### config.mk
export PLATFORM = sky130hd
export DESIGN_NAME = mapreg_slave
export DESIGN_NICKNAME = d
export VERILOG_FILES = /design/src/rtl/mapreg_pkg.sv /design/src/rtl/mapreg_sync.sv /design/src/rtl/mapreg_isr.sv /design/src/rtl/mapreg_slave.sv
export SDC_FILE = /design/constraint.sdc
export NUM_CORES = 1
export LEC_CHECK = 0
export ABC_AREA = 1
export CAP_MARGIN = 20
export CORE_MARGIN = 5
export CORE_UTILIZATION = 30
export DETAILED_ROUTE_END_ITERATION = 16
export DONT_BUFFER_PORTS = 1
export PLACE_DENSITY_LB_ADDON = 0.08
export SYNTH_ARGS = -nofsm -noshare
export SYNTH_HDL_FRONTEND = slang
export SYNTH_SLANG_ARGS = --single-unit
### constraint.sdc
create_clock -name clk -period 1.65 [get_ports clk]
set_input_delay 0.0825 -clock clk [delete_from_list [all_inputs] [get_ports clk]]
set_output_delay 0.0825 -clock clk [all_outputs]
set_load 0.01 [all_outputs]
### src/rtl/mapreg_pkg.sv
package mapreg_pkg;
  localparam int DW  = 8;
  localparam int AW  = 4;
  localparam int IW  = 2;
  localparam int OHW = 2;
  localparam int MKW = 5;
  localparam int STW = 2;

  typedef enum logic [AW-1:0] {
    A_INS_CTRL = 4'h0,
    A_INS_STAT = 4'h1,
    A_INS_ISR  = 4'h2,
    A_INS_IE   = 4'h3,
    A_INS_OH   = 4'h4,
    A_EXT_CTRL = 4'h5,
    A_EXT_STAT = 4'h6,
    A_EXT_ISR  = 4'h7,
    A_EXT_IE   = 4'h8,
    A_EXT_OH   = 4'h9,
    A_HI_MARK  = 4'hA,
    A_LO_MARK  = 4'hB
  } reg_addr_e;

  // per-side offsets from the side base (insert base 0, extract base 5)
  localparam int SIDE_STRIDE = 5;
  localparam int OFS_ISR     = 2;
  localparam int OFS_IE      = 3;

  // zero-extend a narrow field onto the data bus
  function automatic logic [DW-1:0] widen(input logic [DW-1:0] v, input int unsigned w);
    logic [DW-1:0] mask;
    mask = (DW'(1) << w) - DW'(1);
    return v & mask;
  endfunction

  function automatic logic pending(input logic [IW-1:0] isr, input logic [IW-1:0] ie);
    return |(isr & ie);
  endfunction
endpackage

### src/rtl/mapreg_sync.sv
module mapreg_sync #(
  parameter int STAGES = 2
) (
  input  logic clk,
  input  logic rst_n,
  input  logic sel_i,
  output logic sel_sync_o,
  output logic strobe_o,
  output logic ack_o
);
  localparam int LAST = STAGES - 1;

  logic [STAGES:0] sq;
  logic            ack_q;

  always_ff @(posedge clk or negedge rst_n) begin
    if (!rst_n) sq <= '0;
    else        sq <= {sq[STAGES-1:0], sel_i};
  end

  assign sel_sync_o = sq[LAST];
  assign strobe_o   = sq[LAST] & ~sq[STAGES];

  always_ff @(posedge clk or negedge rst_n) begin
    if (!rst_n)          ack_q <= 1'b0;
    else if (strobe_o)   ack_q <= 1'b1;
    else if (!sq[LAST])  ack_q <= 1'b0;
  end

  // gate with raw select so the merged bus sees zero the moment select drops
  assign ack_o = ack_q & sel_i;

  AST_STROBE_SINGLE: assert property (@(posedge clk) disable iff (!rst_n)
    strobe_o |=> !strobe_o);
  AST_ACK_HELD: assert property (@(posedge clk) disable iff (!rst_n)
    (ack_q && sq[LAST]) |=> ack_q);
  AST_ACK_RELEASE: assert property (@(posedge clk) disable iff (!rst_n)
    (!sq[LAST] && !strobe_o) |=> !ack_q);
endmodule

### src/rtl/mapreg_isr.sv
module mapreg_isr #(
  parameter int W = 2
) (
  input  logic         clk,
  input  logic         rst_n,
  input  logic [W-1:0] evt_i,
  input  logic         clr_i,
  input  logic         ie_we_i,
  input  logic [W-1:0] ie_wdata_i,
  output logic [W-1:0] isr_o,
  output logic [W-1:0] ie_o
);
  always_ff @(posedge clk or negedge rst_n) begin
    if (!rst_n) begin
      isr_o <= '0;
      ie_o  <= '0;
    end else begin
      isr_o <= clr_i ? evt_i : (isr_o | evt_i);
      if (ie_we_i) ie_o <= ie_wdata_i;
    end
  end

  AST_ISR_STICKY: assert property (@(posedge clk) disable iff (!rst_n)
    !clr_i |=> ((isr_o & $past(isr_o)) == $past(isr_o)));
  AST_ISR_CLEARED: assert property (@(posedge clk) disable iff (!rst_n)
    (clr_i && evt_i == '0) |=> (isr_o == '0));
  AST_EVT_KEPT: assert property (@(posedge clk) disable iff (!rst_n)
    clr_i |=> ((isr_o & $past(evt_i)) == $past(evt_i)));
endmodule

### src/rtl/mapreg_slave.sv
module mapreg_slave
  import mapreg_pkg::*;
(
  input  logic           clk,
  input  logic           rst_n,
  input  logic           sel_i,
  input  logic           rd_i,
  input  logic [AW-1:0]  addr_i,
  input  logic [DW-1:0]  wdata_i,
  output logic [DW-1:0]  rdata_o,
  output logic           ack_o,
  input  logic [STW-1:0] ins_status_i,
  input  logic [STW-1:0] ext_status_i,
  input  logic [OHW-1:0] ext_oh_i,
  input  logic [IW-1:0]  ins_evt_i,
  input  logic [IW-1:0]  ext_evt_i,
  output logic           ins_en_o,
  output logic           ext_en_o,
  output logic [OHW-1:0] ins_oh_o,
  output logic [MKW-1:0] hi_mark_o,
  output logic [MKW-1:0] lo_mark_o,
  output logic           irq_o
);
  localparam int NSIDE = 2;

  logic sel_sync, strobe, wr_stb, rd_stb;

  mapreg_sync #(.STAGES(2)) u_sync (
    .clk       (clk),
    .rst_n     (rst_n),
    .sel_i     (sel_i),
    .sel_sync_o(sel_sync),
    .strobe_o  (strobe),
    .ack_o     (ack_o)
  );

  assign wr_stb = strobe & ~rd_i;
  assign rd_stb = strobe &  rd_i;

  // interrupt status / enable per side
  logic [NSIDE-1:0][IW-1:0] side_evt, side_isr, side_ie;
  logic [NSIDE-1:0]         side_clr, side_iewe, side_pend;

  assign side_evt = {ext_evt_i, ins_evt_i};

  for (genvar s = 0; s < NSIDE; s++) begin : g_side
    localparam logic [AW-1:0] ISR_A = AW'(s * SIDE_STRIDE + OFS_ISR);
    localparam logic [AW-1:0] IE_A  = AW'(s * SIDE_STRIDE + OFS_IE);
    assign side_clr[s]  = rd_stb & (addr_i == ISR_A);
    assign side_iewe[s] = wr_stb & (addr_i == IE_A);
    mapreg_isr #(.W(IW)) u_isr (
      .clk       (clk),
      .rst_n     (rst_n),
      .evt_i     (side_evt[s]),
      .clr_i     (side_clr[s]),
      .ie_we_i   (side_iewe[s]),
      .ie_wdata_i(wdata_i[IW-1:0]),
      .isr_o     (side_isr[s]),
      .ie_o      (side_ie[s])
    );
    assign side_pend[s] = pending(side_isr[s], side_ie[s]);
  end

  assign irq_o = |side_pend;

  // plain read/write registers
  logic           ins_en_q, ext_en_q;
  logic [OHW-1:0] ins_oh_q;
  logic [MKW-1:0] hi_q, lo_q;

  always_ff @(posedge clk or negedge rst_n) begin
    if (!rst_n) begin
      ins_en_q <= 1'b0;
      ext_en_q <= 1'b0;
      ins_oh_q <= '0;
      hi_q     <= '0;
      lo_q     <= '0;
    end else if (wr_stb) begin
      case (addr_i)
        A_INS_CTRL: ins_en_q <= wdata_i[0];
        A_EXT_CTRL: ext_en_q <= wdata_i[0];
        A_INS_OH:   ins_oh_q <= wdata_i[OHW-1:0];
        A_HI_MARK:  hi_q     <= wdata_i[MKW-1:0];
        A_LO_MARK:  lo_q     <= wdata_i[MKW-1:0];
        default: ;
      endcase
    end
  end

  assign ins_en_o  = ins_en_q;
  assign ext_en_o  = ext_en_q;
  assign ins_oh_o  = ins_oh_q;
  assign hi_mark_o = hi_q;
  assign lo_mark_o = lo_q;

  // read multiplexer, captured on the access strobe
  logic [DW-1:0] rd_mux, rdata_q;

  always_comb begin
    case (addr_i)
      A_INS_CTRL: rd_mux = widen(DW'(ins_en_q), 1);
      A_INS_STAT: rd_mux = widen(DW'(ins_status_i), STW);
      A_INS_ISR:  rd_mux = widen(DW'(side_isr[0]), IW);
      A_INS_IE:   rd_mux = widen(DW'(side_ie[0]), IW);
      A_INS_OH:   rd_mux = widen(DW'(ins_oh_q), OHW);
      A_EXT_CTRL: rd_mux = widen(DW'(ext_en_q), 1);
      A_EXT_STAT: rd_mux = widen(DW'(ext_status_i), STW);
      A_EXT_ISR:  rd_mux = widen(DW'(side_isr[1]), IW);
      A_EXT_IE:   rd_mux = widen(DW'(side_ie[1]), IW);
      A_EXT_OH:   rd_mux = widen(DW'(ext_oh_i), OHW);
      A_HI_MARK:  rd_mux = widen(DW'(hi_q), MKW);
      A_LO_MARK:  rd_mux = widen(DW'(lo_q), MKW);
      default:    rd_mux = '0;
    endcase
  end

  always_ff @(posedge clk or negedge rst_n) begin
    if (!rst_n)      rdata_q <= '0;
    else if (rd_stb) rdata_q <= rd_mux;
    else if (wr_stb) rdata_q <= '0;
  end

  assign rdata_o = ack_o ? rdata_q : '0;

  AST_HI_MARK_WRITE: assert property (@(posedge clk) disable iff (!rst_n)
    (wr_stb && addr_i == A_HI_MARK) |=> (hi_mark_o == $past(wdata_i[MKW-1:0])));
  AST_RO_STABLE: assert property (@(posedge clk) disable iff (!rst_n)
    (!wr_stb) |=> $stable(ins_oh_o) && $stable(hi_mark_o) && $stable(lo_mark_o));
endmodule

==> impl_metrics.ini, run 1 <==
[worst_setup_path]
crit_cells = 6
path_class = reg -> reg
critPathLaunch = u_sync.sq[2]$_DFF_PN0_
rr_endpoint = g_side[1].u_isr.ie_o[0]$_DFFE_PN0P_
crit_arrival_ns = 1.49
path_common_cell = nand2_1
slowest_stage = dfrtp_1
start_kind = register
critPathMaxFanout = 7
crit_end = g_side[1].u_isr.ie_o[0]$_DFFE_PN0P_
crit_buf_inv = 1
cpLargestDelayFamily = simple AND/OR/NAND/NOR gates
slowest_delay_ns = 0.36
endpoint_kind = register
crit_required_ns = 1.80
path_cells = inv_1 -> nand2_1 -> nor2_2 -> nand3_1 -> nand2_1 -> o21ai_0
r2r_slack_ns = 0.31
r2r_cells = 6
r2r_start = u_sync.sq[2]$_DFF_PN0_

[die]
rows = 25
dieArea_mm2 = 0.00659
initial_core_util_pct = 31.5
io_pins = 50
core_mm2 = 0.00482
dieHeight_um = 81.2
die_w_um = 81.2

[sta]
final_max_slew_viol_count = 0
setup_viol_count_final = 0
tns_ns = 0
min_period_ns = 1.34
timing.final.crit_share_pct = 81.1
max-slew-margin-rel_pct = 58.1
fmax_mhz = 747
skew_ns = 0.00736
tightest_slew_ns = 0.626
finalHoldViolations = 0
rsz0062_at_grt = no

[global_routing]
grt_use_total_pct = 12.8
grtUsageMet3_pct = 5.88
use_met2_pct = 18.4
grt_pass1_vias = 1253
grt_busiest_layer = met2
grtUsageMet1_pct = 17.3
antenna_found_initial = 0
grt_first_pass_wirelength_um = 6290
grt_max_degree = 32
grt-ovfl-total = 0

[placed_design]
post-place-cells = 258
io_buffers = 0
gp_congestion = 0.893
dp_hpwl_um = 3050

[run_status]
outcome = finished, final reports clean

[routing]
antenna_left = 0
first_iter_violations = 72
drcViolationCount = 0
vias = 1293
via_per_inst = 4.68
dr.pass1.iters = 4
wl_per_cell_um = 14.3
routed_wl_um = 3960

[layout]
n_fill_cell = 535
area_growth_pct = 19.5
layoutNonFillerInstCount = 276
final_core_util_pct = 37.7
n_antenna_cell = 0
drive_gt1_share_pct = 9.09
nets = 234

[synth]
syn_area_mm2 = 0.00152
yosysUniqueCellTypes = 18
synth_warnings = 0
syn_inst = 192
yosysSeqAreaShare_pct = 51.1
synth-seq-cells = 31
synth_area_per_cell_um2 = 7.91

[clocking]
worstSkewPairLatency_ns = 0.28
cts_buffers = 5
root_buffer = clkbuf_8
cts_sinks = 31
ctsHtreeMaxLevel = 2
cts_buffer_depth = 2
clk_pin_slew_ns = 0.07
cts_tree = done
postCtsSetupRepairBufs = 0

[worst_hold_path]
hold_class = in -> reg
hold_depth = 2

[run]
maxCapViolCount = 0

[power]
p_per_area_mw_per_mm2 = 1030
ir_drop_v = 0.000657
p_leak_uw = 0.000913
-- cell usage after synthesis --
cell | number | area (µm²)
nand2_1 | 53 | 199
a22o_1 | 3 | 26.3
o21bai_1 | 4 | 30.0
nor2_4 | 2 | 22.5
nand4_1 | 1 | 6.26
nor2_1 | 14 | 52.6
inv_2 | 1 | 3.75
nor3_1 | 1 | 5.00
and3_1 | 1 | 6.26
nor2_2 | 5 | 31.3
nand2_2 | 2 | 12.5
buf_4 | 3 | 22.5
nand3_1 | 24 | 120
conb_1 | 1 | 3.75
dfrtp_1 | 31 | 776
nor4_1 | 1 | 6.26
o21ai_0 | 21 | 105
inv_1 | 24 | 90.1
-- final cells by class --
| cell class | instances | area, µm² | share of cell area, % |
|---|---|---|---|
| timing repair buffer | 10 | 110 | 6.06 |
| tap | 67 | 83.8 | 4.62 |
| sequential | 31 | 776 | 42.7 |
| multi-input combinational | 135 | 634 | 34.9 |
| inverter | 25 | 93.8 | 5.17 |
| clock buffer | 6 | 82.6 | 4.55 |
| clock inverter | 2 | 35.0 | 1.93 |
-- kinds of logic after synthesis --
family | share of synthesized area [%]
and+or+nand+nor | 30.4
DFF | 51.1
AOI/OAI and AO/OA | 10.6
buffers and inverters | 7.66
other | 0.247
-- report_power, final --
group	internal, µW	leakage, µW	total [µW]	switching (µW)
logic	71.8	0.000461	190	119
clock network	488	0.0000612	757	269
registers	831	0.000391	921	90.5
total	1390	0.000913	1870	478
-- layout by cell type (no fill, tap or decap) --
cell	instances
nor2_1	14
nor2_4	2
and3_1	1
clkbuf_8	6
nand2_2	2
nor3_1	1
o21bai_1	4
nor2_2	5
clkinv_2	1
a22o_1	3
nand4_1	1
nand3_1	24
dlygate4sd3_1	9
nor4_1	1
dfrtp_1	31
nand2_1	53
conb_1	3
buf_12	1
bufinv_16	1
inv_2	1
inv_1	24
o21ai_0	21
-- state kept, by name, summed over array words and instances, names as in the netlist --
name,flops
rdata_q,5
g_side.u_isr.isr_o,4
u_sync.ack_q,1
lo_mark_o,5
hi_mark_o,5
u_sync.sq,3
ins_en_o,1
g_side.u_isr.ie_o,4
ext_en_o,1
ins_oh_o,2
-- layer usage --
layer	wire length, µm	vias to the layer above
met3	408	2
met5	0	-
met1	1820	608
li1	-	642
met2	1710	41
met4	19	0
-- per-stage QoR --
stage                     hold WS [ns]  setup WS (ns)  total power [µW]  area [µm²]
after floorplan                 -0.213          0.536              1040        1530
after global placement          -0.212          0.321              1090        1590
after detailed placement        -0.212          0.271              1090        1590
after CTS                       0.0214          0.269              1900        1820
after global routing            0.0171          0.114              1980        1820
final                           0.0222          0.311              1870        1820
-- how the worst min path moves through the flow --
stage	from	slack, ns	end
after floorplan	rst_n	-0.21	ext_en_o$_DFFE_PN0P_
after global placement	rst_n	-0.21	g_side[0].u_isr.isr_o[0]$_DFF_PN0_
after detailed placement	rst_n	-0.21	g_side[0].u_isr.isr_o[0]$_DFF_PN0_
after CTS	addr_i[3]	0.02	g_side[1].u_isr.isr_o[1]$_DFF_PN0_
after global routing	addr_i[3]	0.02	g_side[1].u_isr.isr_o[1]$_DFF_PN0_
final	addr_i[3]	0.02	g_side[1].u_isr.isr_o[1]$_DFF_PN0_
-- timing repair --
| item | CTS | global route |
|---|---|---|
| hold buffers | 10 | 0 |
| hold endpoints to repair | 42 | 0 |
| resized for setup | 0 | 0 |
No activity file was read; power rests on OpenSTA's default activity.
==> inputs of run 2 (changes only) <==
Clock period 1.65 ns to 1.3 ns, I/O delays scaled along.
==> impl_metrics.ini, run 2 (synthesis results as in run 1) <==
[worst_setup_path]
path_class = reg -> reg
r2r_cells = 7
rr_endpoint = g_side[0].u_isr.ie_o[1]$_DFFE_PN0P_
critPathMaxFanout = 7
endpoint_kind = register
r2r_start = u_sync.sq[2]$_DFF_PN0_
slowest_stage = dfrtp_1
start_kind = register
crit_end = g_side[0].u_isr.ie_o[1]$_DFFE_PN0P_
slowest_delay_ns = 0.36
crit_arrival_ns = 1.35
path_cells = inv_1 -> nand2_2 -> nor2_2 -> buf_6 -> nand3_1 -> nand2_1 -> o21ai_0
r2r_slack_ns = 0.11
critPathLaunch = u_sync.sq[2]$_DFF_PN0_
crit_required_ns = 1.46

[die]
die_w_um = 81.2
initial_core_util_pct = 31.5
io_pins = 50
rows = 25
core_mm2 = 0.00482
dieArea_mm2 = 0.00659
dieHeight_um = 81.2

[layout]
area_growth_pct = 23.3
design_area_mm2 = 0.00187
n_fill_cell = 529
layout_commonest_cell = nand2_1
n_antenna_cell = 0
nets = 238
final_cell_mix = 52 x nand2_1, 31 x dfrtp_1, 24 x inv_1
drive_gt1_share_pct = 12.7

[power]
ir_drop_v = 0.000468
p_leak_uw = 0.000948
p_per_area_mw_per_mm2 = 1290
p_total_uw = 2410

[clocking]
cts_buffer_depth = 2
cts_buffers = 5
clk_pin_slew_ns = 0.07
cts_tree = done
cts_sinks = 31
worstSkewPairLatency_ns = 0.28
root_buffer = clkbuf_8
ctsHtreeMaxLevel = 2

[global_routing]
grt-ovfl-total = 0
grt_use_total_pct = 13.1
grt_pass1_vias = 1268
grt_max_degree = 32
grt_first_pass_wirelength_um = 6260
antenna_found_initial = 0

[placed_design]
dp_hpwl_um = 3040
gp_congestion = 0.873
preCtsSetupSlack_ns = 0.0182
io_buffers = 0
place_area_mm2 = 0.00162

[routing]
first_iter_violations = 62
wl_per_cell_um = 14.2
routed_wl_um = 3980
dr.pass1.iters = 4
vias = 1307
drcViolationCount = 0
antenna_left = 0
via_per_inst = 4.67

[sta]
finalWorstSetupSlack_ns = 0.109
finalHoldViolations = 0
fmax_mhz = 840
tns_ns = 0
final_max_slew_viol_count = 0
rsz0062_at_grt = no
min_period_ns = 1.19
skew_ns = 0.00510
setup_viol_count_final = 0
timing.final.crit_share_pct = 91.6

[run]
maxCapViolCount = 0

[worst_hold_path]
hold_class = in -> reg

[run_status]
outcome = finished, final reports clean
[run 2: power by group]
part           leakage (µW)  internal [µW]  switching, µW
Combinational      0.000496           98.6            154
Sequential         0.000391           1050            114
Clock             0.0000612            620            369
[run 2: final cells by class]
class	count	area (µm²)	area share [%]
sequential	31	776	41.4
tap	67	83.8	4.48
multi-input combinational	135	658	35.1
clock buffer	6	82.6	4.41
inverter	25	93.8	5.01
timing repair buffer	14	144	7.68
clock inverter	2	35.0	1.87
[run 2: timing repair]
item / in CTS / in global routing
hold endpoints to repair: 42 / 0
endpoints found under the setup margin: 0 / 19
hold buffers: 10 / 0
resized for setup: 0 / 7
setup buffers: 0 / 0
[run 2: through the flow]
stage	hold slack, ns	cells	util [%]
after detailed placement	-0.230	262	33.6
final	0.0450	280	38.9
after global routing	0.0576	280	38.9
after global placement	-0.230	262	33.6
after CTS	0.0341	280	38.3
after floorplan	-0.231	194	-
[run 2: critical path, delay by kind of cell, from the launching register on]
family	cells	cell delay, ns
AND/OR/NAND/NOR	4	0.41
flip-flops	1	0.36
AO/OA/AOI/OAI	1	0.08
buffers and inverters	2	0.21
[run 2: how the worst min path moves through the flow]
stage | to | cells past startpoint | startpoint
after floorplan | ext_en_o$_DFFE_PN0P_ | 0 | rst_n
after global placement | g_side[0].u_isr.isr_o[0]$_DFF_PN0_ | 0 | rst_n
after detailed placement | g_side[0].u_isr.isr_o[0]$_DFF_PN0_ | 0 | rst_n
after CTS | ext_en_o$_DFFE_PN0P_ | 3 | addr_i[1]
after global routing | hi_mark_o[1]$_DFFE_PN0P_ | 2 | wdata_i[1]
final | lo_mark_o[1]$_DFFE_PN0P_ | 2 | wdata_i[1]
[run 2: layer usage]
layer / up-vias / routed length, µm / global-route usage (%)
met5: - / 0 / 0
met2: 38 / 1740 / 19.3
met3: 9 / 365 / 5.76
met4: 0 / 91 / 6.59
met1: 611 / 1780 / 16.3
li1: 649 / - / -
==> inputs of run 3 (changes only) <==
Settings changed: CELL_PAD_IN_SITES_DETAIL_PLACEMENT set to 1, CELL_PAD_IN_SITES_GLOBAL_PLACEMENT set to 1.
==> impl_metrics.ini, run 3 (synthesis results as in run 1) <==
[die]
initial_core_util_pct = 31.5
core_mm2 = 0.00482
rows = 25
dieArea_mm2 = 0.00659
io_pins = 50
die_w_um = 81.2
dieHeight_um = 81.2

[clocking]
cts_buffer_depth = 2
ctsHtreeMaxLevel = 2
root_buffer = clkbuf_8
cts_tree = done
worstSkewPairLatency_ns = 0.28
clk_pin_slew_ns = 0.06
cts_sinks = 31
postCtsSetupRepairBufs = 0
cts_buffers = 5

[sta]
finalHoldViolations = 0
finalWorstSetupSlack_ns = 0.0849
fmax_mhz = 823
min_period_ns = 1.22
final_max_slew_viol_count = 0
skew_ns = 0.00526
timing.final.crit_share_pct = 93.5
setup_viol_count_final = 0
tns_ns = 0
rsz0062_at_grt = no

[layout]
drive_gt1_share_pct = 12.2
n_antenna_cell = 0
n_fill_cell = 607
layoutNonFillerInstCount = 280
nets = 238
area_growth_pct = 23.6
layout_commonest_cell = nand2_1
final_cell_mix = 52 x nand2_1, 31 x dfrtp_1, 24 x inv_1

[routing]
antenna_left = 0
routed_wl_um = 4490
wl_per_cell_um = 16.0
first_iter_violations = 48
vias = 1336
dr.pass1.iters = 4
via_per_inst = 4.77
drcViolationCount = 0

[global_routing]
grt-ovfl-total = 0
grt_use_total_pct = 14.6
grt_pass1_vias = 1405
grt_max_degree = 32
antenna_found_initial = 0
grt_first_pass_wirelength_um = 7160

[worst_setup_path]
start_kind = register
crit_required_ns = 1.45
slowest_stage = dfrtp_1
path_class = reg -> reg
critPathMaxFanout = 7
crit_arrival_ns = 1.37
endpoint_kind = register
slowest_delay_ns = 0.36
path_cells = inv_1 -> nand2_4 -> nor2_4 -> buf_6 -> nand3_1 -> nand2_1 -> o21ai_0

[worst_hold_path]
hold_class = in -> reg

[run]
maxCapViolCount = 0

[power]
pwr-share-seq_pct = 52.1
p_sw_share_pct = 27.1
ir_drop_v = 0.000498
comb_power_share_pct = 11.9
p_per_area_mw_per_mm2 = 1200
switching_power_uw = 609
p_leak_uw = 0.000956
clock_power_share_pct = 36.0
internal-power_uw = 1640

[placed_design]
io_buffers = 0
gp_congestion = 0.847
dp_hpwl_um = 3410
preCtsSetupSlack_ns = -0.0121
post-place-cells = 261

[run_status]
outcome = finished, final reports clean
==> run 3: area by class of cell <==
cell class	count	area (µm²)	share of cell area, %
Clock buffer	8	100	5.33
Inverter	25	93.8	5.00
Multi-Input combinational cell	135	678	36.1
Sequential cell	31	776	41.3
Tap cell	67	83.8	4.46
Timing Repair Buffer	14	146	7.79
==> run 3: worst max-delay path: cells and delay by family (launching register included) <==
| kind | cells | cell delay, ns |
|---|---|---|
| simple gates | 4 | 0.41 |
| buf+inv | 2 | 0.23 |
| flops | 1 | 0.36 |
| compound gates | 1 | 0.07 |
==> run 3: worst paths after layout <==
kind	startpoint	endpoint	slack (ns)	cells past startpoint
max	u_sync.sq[2]$_DFF_PN0_	ins_oh_o[0]$_DFFE_PN0P_	0.08	7
min	addr_i[2]	g_side[1].u_isr.isr_o[1]$_DFF_PN0_	0.06	3
max reg2reg	u_sync.sq[2]$_DFF_PN0_	ins_oh_o[0]$_DFFE_PN0P_	0.08	7
min reg2reg	u_sync.sq[0]$_DFF_PN0_	u_sync.sq[1]$_DFF_PN0_	0.37	0
max in group asynchronous	rst_n	g_side[1].u_isr.ie_o[0]$_DFFE_PN0P_	0.88	2
min in group asynchronous	rst_n	rdata_q[1]$_DFFE_PN0P_	0.25	2
==> run 3: stage by stage <==
stage / instance area, µm² / utilization, % / hold WS [ns] / power [µW]
after floorplan: 1530 / - / -0.231 / 1320
after global placement: 1610 / 33.4 / -0.230 / 1390
after detailed placement: 1610 / 33.4 / -0.230 / 1400
after CTS: 1840 / 38.1 / 0.0518 / 2290
after global routing: 1880 / 39.0 / 0.0559 / 2400
final: 1880 / 39.0 / 0.0564 / 2250
==> run 3: per-layer routing <==
metal	GRT usage (%)	wire length [µm]	vias to the layer above
met5	0	0	-
met4	5.41	87	0
met3	6.43	389	8
met2	22.6	2010	39
met1	18.1	2000	640
li1	-	-	649
==> run 3: power groups by stage <==
| stage | sequential [µW] | clock [µW] | combinational [µW] |
|---|---|---|---|
| 2_1_floorplan | 1160 | 0 | 166 |
| 3_3_place_gp | 1190 | 0 | 200 |
| 3_5_place_dp | 1190 | 0 | 211 |
| 4_1_cts | 1170 | 851 | 265 |
| 5_1_grt | 1190 | 912 | 308 |
| 6_report | 1170 | 810 | 267 |
==> run 3: what timing repair did <==
item,4_1_cts,5_1_grt
hold buffers,11,0
setup endpoints to repair,2,23
endpoints found under the hold margin,42,0
pin swaps,0,1
gates resized for setup,1,10
